File: src/rtl/gs_pkg.sv
package gs_pkg;
  localparam int KTAPS      = 5;
  localparam int HALO       = KTAPS / 2;
  localparam int NORM_SHIFT = 8;

  // 1-4-6-4-1 weighting built from shifts and adds only
  function automatic int unsigned binom5(input int unsigned a, input int unsigned b,
                                         input int unsigned c, input int unsigned d,
                                         input int unsigned e);
    return a + (b << 2) + (c << 2) + (c << 1) + (d << 2) + e;
  endfunction
endpackage

File: src/rtl/gs_line_store.sv
module gs_line_store #(
  parameter  int WORD_W = 32,
  parameter  int DEPTH  = 4,
  parameter  int LINES  = 4,
  localparam int AW     = (DEPTH > 1) ? $clog2(DEPTH) : 1,
  localparam int SW     = (LINES > 1) ? $clog2(LINES) : 1
) (
  input  logic                          clk,
  input  logic                          en,
  input  logic [AW-1:0]                 addr,
  input  logic [SW-1:0]                 wsel,
  input  logic [WORD_W-1:0]             wdata,
  output logic [LINES-1:0][WORD_W-1:0]  rdata
);
  // One read-first memory per cached line; only the selected one is written
  for (genvar g = 0; g < LINES; g++) begin : g_line
    logic [WORD_W-1:0] mem [DEPTH];
    logic [WORD_W-1:0] rd_q;
    always_ff @(posedge clk) begin
      if (en) begin
        rd_q <= mem[addr];
        if (wsel == SW'(g)) mem[addr] <= wdata;
      end
    end
    assign rdata[g] = rd_q;
  end
endmodule

File: src/rtl/gs_vert.sv
module gs_vert
  import gs_pkg::*;
#(
  parameter int PIX_W = 8,
  parameter int LANES = 4,
  parameter int VS_W  = PIX_W + 4
) (
  input  logic [KTAPS-1:0][LANES*PIX_W-1:0] rows,
  output logic [LANES-1:0][VS_W-1:0]        vsum
);
  for (genvar l = 0; l < LANES; l++) begin : g_lane
    assign vsum[l] = VS_W'(binom5(32'(rows[0][l*PIX_W +: PIX_W]),
                                  32'(rows[1][l*PIX_W +: PIX_W]),
                                  32'(rows[2][l*PIX_W +: PIX_W]),
                                  32'(rows[3][l*PIX_W +: PIX_W]),
                                  32'(rows[4][l*PIX_W +: PIX_W])));
  end
endmodule

File: src/rtl/gs_horiz.sv
module gs_horiz
  import gs_pkg::*;
#(
  parameter int PIX_W = 8,
  parameter int LANES = 4,
  parameter int VS_W  = PIX_W + 4
) (
  input  logic [LANES+2*HALO-1:0][VS_W-1:0] vwin,
  output logic [LANES*PIX_W-1:0]            pix
);
  localparam int unsigned ROUND = 1 << (NORM_SHIFT - 1);

  for (genvar l = 0; l < LANES; l++) begin : g_lane
    logic [31:0] hs;
    assign hs = binom5(32'(vwin[l]), 32'(vwin[l+1]), 32'(vwin[l+2]),
                       32'(vwin[l+3]), 32'(vwin[l+4]));
    assign pix[l*PIX_W +: PIX_W] = PIX_W'((hs + ROUND) >> NORM_SHIFT);
  end
endmodule

File: src/rtl/quad_gauss_smoother.sv
module quad_gauss_smoother
  import gs_pkg::*;
#(
  parameter int PIX_W = 8,
  parameter int LANES = 4,
  parameter int IMG_W = 16,
  parameter int IMG_H = 8
) (
  input  logic                   clk,
  input  logic                   rst,
  input  logic                   in_valid,
  output logic                   in_ready,
  input  logic [LANES*PIX_W-1:0] in_data,
  output logic                   out_valid,
  output logic [LANES*PIX_W-1:0] out_data,
  output logic                   out_sof,
  output logic                   out_eol,
  output logic                   out_eof
);
  localparam int WORD_W = LANES * PIX_W;
  localparam int WORDS  = IMG_W / LANES;
  localparam int LINES  = KTAPS - 1;
  localparam int VS_W   = PIX_W + 4;
  localparam int CW     = $clog2(WORDS + 1);
  localparam int RW     = $clog2(IMG_H + HALO);
  localparam int AW     = (WORDS > 1) ? $clog2(WORDS) : 1;
  localparam int SW     = $clog2(LINES);
  localparam int NCOL   = LANES + 2 * HALO;

  // Stage 0: step counters. Column WORDS is a black pad step; rows IMG_H.. are black flush rows
  logic [CW-1:0] col_q;
  logic [RW-1:0] row_q;
  logic          step;
  logic [WORD_W-1:0] wdata_z;

  assign in_ready = (col_q < CW'(WORDS)) && (row_q < RW'(IMG_H));
  assign step     = in_ready ? in_valid : 1'b1;
  assign wdata_z  = in_ready ? in_data : '0;

  logic [LINES-1:0][WORD_W-1:0] rd;

  gs_line_store #(.WORD_W(WORD_W), .DEPTH(WORDS), .LINES(LINES)) u_lines (
    .clk   (clk),
    .en    (step && (col_q != CW'(WORDS))),
    .addr  (col_q[AW-1:0]),
    .wsel  (row_q[SW-1:0]),
    .wdata (wdata_z),
    .rdata (rd)
  );

  logic              s1_valid;
  logic [CW-1:0]     s1_col;
  logic [RW-1:0]     s1_row;
  logic [WORD_W-1:0] s1_new;

  always_ff @(posedge clk) begin
    if (rst) begin
      col_q    <= '0;
      row_q    <= '0;
      s1_valid <= 1'b0;
      s1_col   <= '0;
      s1_row   <= '0;
      s1_new   <= '0;
    end else begin
      s1_valid <= step;
      if (step) begin
        s1_col <= col_q;
        s1_row <= row_q;
        s1_new <= wdata_z;
        if (col_q == CW'(WORDS)) begin
          col_q <= '0;
          row_q <= (row_q == RW'(IMG_H + HALO - 1)) ? '0 : row_q + 1'b1;
        end else begin
          col_q <= col_q + 1'b1;
        end
      end
    end
  end

  // Stage 1: assemble the five rows; rows outside the frame are forced black
  logic [KTAPS-1:0][WORD_W-1:0] win_rows;

  always_comb begin
    logic [SW-1:0] idx;
    win_rows[KTAPS-1] = s1_new;
    for (int k = 1; k < KTAPS; k++) begin
      idx = s1_row[SW-1:0] - SW'(k);
      if ((s1_row >= RW'(k)) && ((s1_row - RW'(k)) < RW'(IMG_H)) && (s1_col != CW'(WORDS)))
        win_rows[KTAPS-1-k] = rd[idx];
      else
        win_rows[KTAPS-1-k] = '0;
    end
  end

  logic [LANES-1:0][VS_W-1:0] vnew;
  logic [LANES-1:0][VS_W-1:0] vcur_q;
  logic [HALO-1:0][VS_W-1:0]  vprev_q;
  logic [NCOL-1:0][VS_W-1:0]  vwin;
  logic [WORD_W-1:0]          hpix;

  gs_vert #(.PIX_W(PIX_W), .LANES(LANES), .VS_W(VS_W)) u_vert (
    .rows (win_rows),
    .vsum (vnew)
  );

  for (genvar j = 0; j < NCOL; j++) begin : g_win
    if (j < HALO) begin : g_left
      assign vwin[j] = vprev_q[j];
    end else if (j < HALO + LANES) begin : g_mid
      assign vwin[j] = vcur_q[j-HALO];
    end else begin : g_right
      assign vwin[j] = vnew[j-HALO-LANES];
    end
  end

  gs_horiz #(.PIX_W(PIX_W), .LANES(LANES), .VS_W(VS_W)) u_horiz (
    .vwin (vwin),
    .pix  (hpix)
  );

  logic emit;
  assign emit = s1_valid && (s1_col != '0) && (s1_row >= RW'(HALO));

  always_ff @(posedge clk) begin
    if (rst) begin
      vcur_q    <= '0;
      vprev_q   <= '0;
      out_valid <= 1'b0;
      out_data  <= '0;
      out_sof   <= 1'b0;
      out_eol   <= 1'b0;
      out_eof   <= 1'b0;
    end else begin
      if (s1_valid) begin
        vcur_q <= vnew;
        for (int h = 0; h < HALO; h++) vprev_q[h] <= vcur_q[LANES-HALO+h];
      end
      out_valid <= emit;
      out_sof   <= emit && (s1_row == RW'(HALO)) && (s1_col == CW'(1));
      out_eol   <= emit && (s1_col == CW'(WORDS));
      out_eof   <= emit && (s1_col == CW'(WORDS)) && (s1_row == RW'(IMG_H + HALO - 1));
      if (emit) out_data <= hpix;
    end
  end

  AST_SOF_WITH_VALID: assert property (@(posedge clk) disable iff (rst) out_sof |-> out_valid);
  AST_EOF_ON_EOL: assert property (@(posedge clk) disable iff (rst) out_eof |-> (out_eol && out_valid));
  AST_PAD_AFTER_LINE: assert property (@(posedge clk) disable iff (rst) (in_valid && in_ready && (col_q == CW'(WORDS - 1))) |=> !in_ready);
  AST_OUT_FROM_STEP: assert property (@(posedge clk) disable iff (rst) out_valid |-> $past(s1_valid));
endmodule

File: config.mk
export PLATFORM = sky130hd
export DESIGN_NAME = quad_gauss_smoother
export DESIGN_NICKNAME = d
export VERILOG_FILES = /design/src/rtl/gs_pkg.sv /design/src/rtl/gs_line_store.sv /design/src/rtl/gs_vert.sv /design/src/rtl/gs_horiz.sv /design/src/rtl/quad_gauss_smoother.sv
export SDC_FILE = /design/constraint.sdc
export NUM_CORES = 2
export LEC_CHECK = 0
export BUFFER_PORTS_ARGS = -buffer_cell sky130_fd_sc_hd__buf_2
export CELL_PAD_IN_SITES_DETAIL_PLACEMENT = 1
export CELL_PAD_IN_SITES_GLOBAL_PLACEMENT = 2
export CORE_MARGIN = 1.5
export CORE_UTILIZATION = 45
export CTS_BUF_LIST = sky130_fd_sc_hd__clkbuf_4 sky130_fd_sc_hd__clkbuf_8 sky130_fd_sc_hd__clkbuf_16
export DETAILED_ROUTE_END_ITERATION = 10
export PLACE_DENSITY_LB_ADDON = 0.25
export RECOVER_POWER = 25
export SLEW_MARGIN = 20
export SYNTH_ARGS = -nofsm -noshare
export SYNTH_HDL_FRONTEND = slang
export SYNTH_SLANG_ARGS = --single-unit
File: constraint.sdc
create_clock -name clk -period 17.7 [get_ports clk]
set_input_delay 0.885 -clock clk [delete_from_list [all_inputs] [get_ports clk]]
set_output_delay 0.885 -clock clk [all_outputs]
set_load 0.01 [all_outputs]
==> run metrics <==
Synth Net Count=3458; Synth cell types=77; commonest non-fill, non-tap cell in the layout=edfxtp_1; Lkg Pwr=18.47 nW; vias in the first global route=27780; RSZ-0062 raised after global routing=false; number of CTS-inserted buffers=89; WP buf/inv=6; setup ws final=7206 ps; P_int=3.408 mW; pre-CTS setup slack=7186 ps; final period utilization=59.29%; Vias=25200; Final Slew Violations=216; CP arrival=11020 ps; dominant cell type by area after synthesis=edfxtp_1; clock tree buffer depth=3; critical path's slowest cell=dfxtp_4; worst path required time=18230 ps; final worst path period need=10490 ps; Worst-path clk slew=60 ps; CP most frequent cell=fa_1; syn avg cell area=14.63 sq um; Synth top area share=44.26%; Sw Share=23.41%; initial antenna violation count=3; Synth area leaders=edfxtp_1 44%, fa_1 12%, mux4_2 12%; Worst-Skew Late Latency=690 ps; cell area power density=92.13 nW/um^2; Comb pwr share=7.4%; FP Rows=113; Setup TNS=0 ps; failing checks=capacitance limit, slew limit; Seq pwr share=47.7%; first-pass GRT wire length=180.8 mm; TritonCTS clock tree=yes; Initial DRC Count=1809; final count of hold timing violations=0; drt pass-1 iters=5; postcts setup bufs=0; core box area=95290 sq um; asr flop ratio synth=0%; Die H=313.6 microns; Root Driver=clkbuf_16; peak supply drop=0.00009239 V; Yosys Warn Count=0; final net count=3530; Port-buffer cells=71; share of layout cells above drive strength 1=16.60%; Post-CTS Resized=0; I/O pin count=72; largest net degree at the start of global routing=54; Setup Skew=38.81 ps; Crit Path Class=reg -> reg; commonest non-fill, non-tap cells in the layout=640 x edfxtp_1, 380 x inv_1, 270 x fa_1; area grow syn2layout=11.22%; Initial Util=45.57%; Hold Crit Class=reg -> reg; GRT overflow=0; critical path's largest stage delay=840 ps; Post-synth EDFFs=640; Slew HR=-100.6%; part of the power in the clock network=44.8%; Worst-Margin Slew=3005 ps; GP Congestion=0.8893; H-tree depth=3; cell area after synthesis=43430 sq um; Fmax=95.30 MHz; crit path capture type=flop; Top FF cell, synth=edfxtp_1; Seq/Total Area, Yosys=51.40%; Total Routed Length=119.5 mm; die area=98370 sq um; Via density=5.752; CP max FO=47; width of the die=313.6 microns; hpwl dp=81.05 mm; post-route ant nets=0; hold buffer count at CTS=0; DRC viols=0; max cap viols=6; Total Power=4.450 mW; status=finished, violations left; GRT Total Usage=24.89%; Cells after Synth=2968; final setup fails=0; clock sinks=795; Top delay family on crit path=adder cells; Sw Pwr=1.042 mW; routed len/inst=27.28 microns; Yosys reg bits=795; Worst setup SP type=flop
power groups by stage:
stage,logic (mW),clock network (mW),registers (mW)
final,0.330,2.00,2.12
after global placement,0.319,0,2.16
after detailed placement,0.332,0,2.16
after CTS,0.335,2.03,2.12
after floorplan,0.240,0,2.13
after global routing,0.365,2.08,2.13
final timing paths:
path	from	to	slack (ps)	cells after the start
worst max-delay path	s1_row[0]	out_data[29]	7210	29
worst min-delay path	out_data[26]	out_data[26]	460	2
worst max register to register	s1_row[0]	out_data[29]	7210	29
worst min register to register	out_data[26]	out_data[26]	460	2
final cells by class:
| type | count | area (sq um) |
|---|---|---|
| fillers | 9237 | 47000 |
| flip-flops and latches | 795 | 22340 |
| multi-input cells | 1661 | 19160 |
| clock buffers | 110 | 2434 |
| well taps | 1265 | 1583 |
| inverters | 383 | 1440 |
| clock inverters | 56 | 757.0 |
| repair buffers | 110 | 588.1 |
| diodes | 1 | 2.502 |
through the flow:
step,instances,hold slack (ps),util [%],instance area [sq um]
after detailed placement,4214,448.8,47.41,45180
final,4381,457.2,50.68,48300
after floorplan,2968,460.0,-,43430
after CTS,4380,437.7,50.76,48370
after global routing,4380,471.2,50.68,48300
after global placement,4214,436.5,47.41,45180
flip-flops by register name (all words and copies together), names as in the netlist, 4 cells and up:
| name | cells |
|---|---|
| s1_new | 32 |
| u_lines.g_line.mem | 512 |
| vprev_q | 24 |
| u_lines.g_line.rd_q | 128 |
| row_q | 4 |
| out_data | 32 |
| vcur_q | 48 |
| s1_row | 4 |
cell usage after synthesis, types with 7 or more instances:
cell type  instances
xor2_1            27
nand2b_1          11
nor2_1           141
nor3_1            26
and3_1            41
nor3b_1            7
fa_1             270
o311ai_0           7
inv_1            381
mux4_2           236
dfxtp_1          155
o21bai_1          13
nand3_1           22
nand2_1          145
mux2i_1           99
buf_2             49
clkbuf_1          58
o21ai_0           45
and2_1            85
edfxtp_1         640
buf_1             21
ha_1             185
a21oi_1           82
a211oi_1          23
xnor2_1           44
nor2b_1           11
a21o_1            26
mux2_2            10
or3_1              8
o21a_1             7
worst register-to-register path, delay by kind of cell, from the launching register on:
| family | cells | cell delay (ps) |
|---|---|---|
| xor+xnor | 3 | 940 |
| compound gates | 8 | 1750 |
| fa+ha+maj | 10 | 4170 |
| flops | 1 | 840 |
| simple gates | 1 | 230 |
| mux | 1 | 640 |
| buf+inv | 6 | 1790 |
metal layers:
| layer | GRT usage [%] | up-vias | wire [microns] |
|---|---|---|---|
| li1 | - | 10840 | - |
| met1 | 33.48 | 13470 | 50820 |
| met2 | 42.61 | 703 | 59890 |
| met3 | 2.725 | 185 | 5338 |
| met4 | 7.729 | 0 | 3444 |
| met5 | 0 | - | 0 |
logic make-up after synthesis:
| group | Yosys count | synth area share, % |
|---|---|---|
| adder cells (fa/ha/maj) | 455 | 17.78 |
| XOR/XNOR | 71 | 1.432 |
| flip-flops | 795 | 51.40 |
| AO/OA/AOI/OAI | 258 | 4.034 |
| buffers and inverters | 512 | 4.575 |
| multiplexers | 345 | 14.78 |
| AND/OR/NAND/NOR | 532 | 5.999 |
Note: power is estimated with default switching activity, not from simulation.
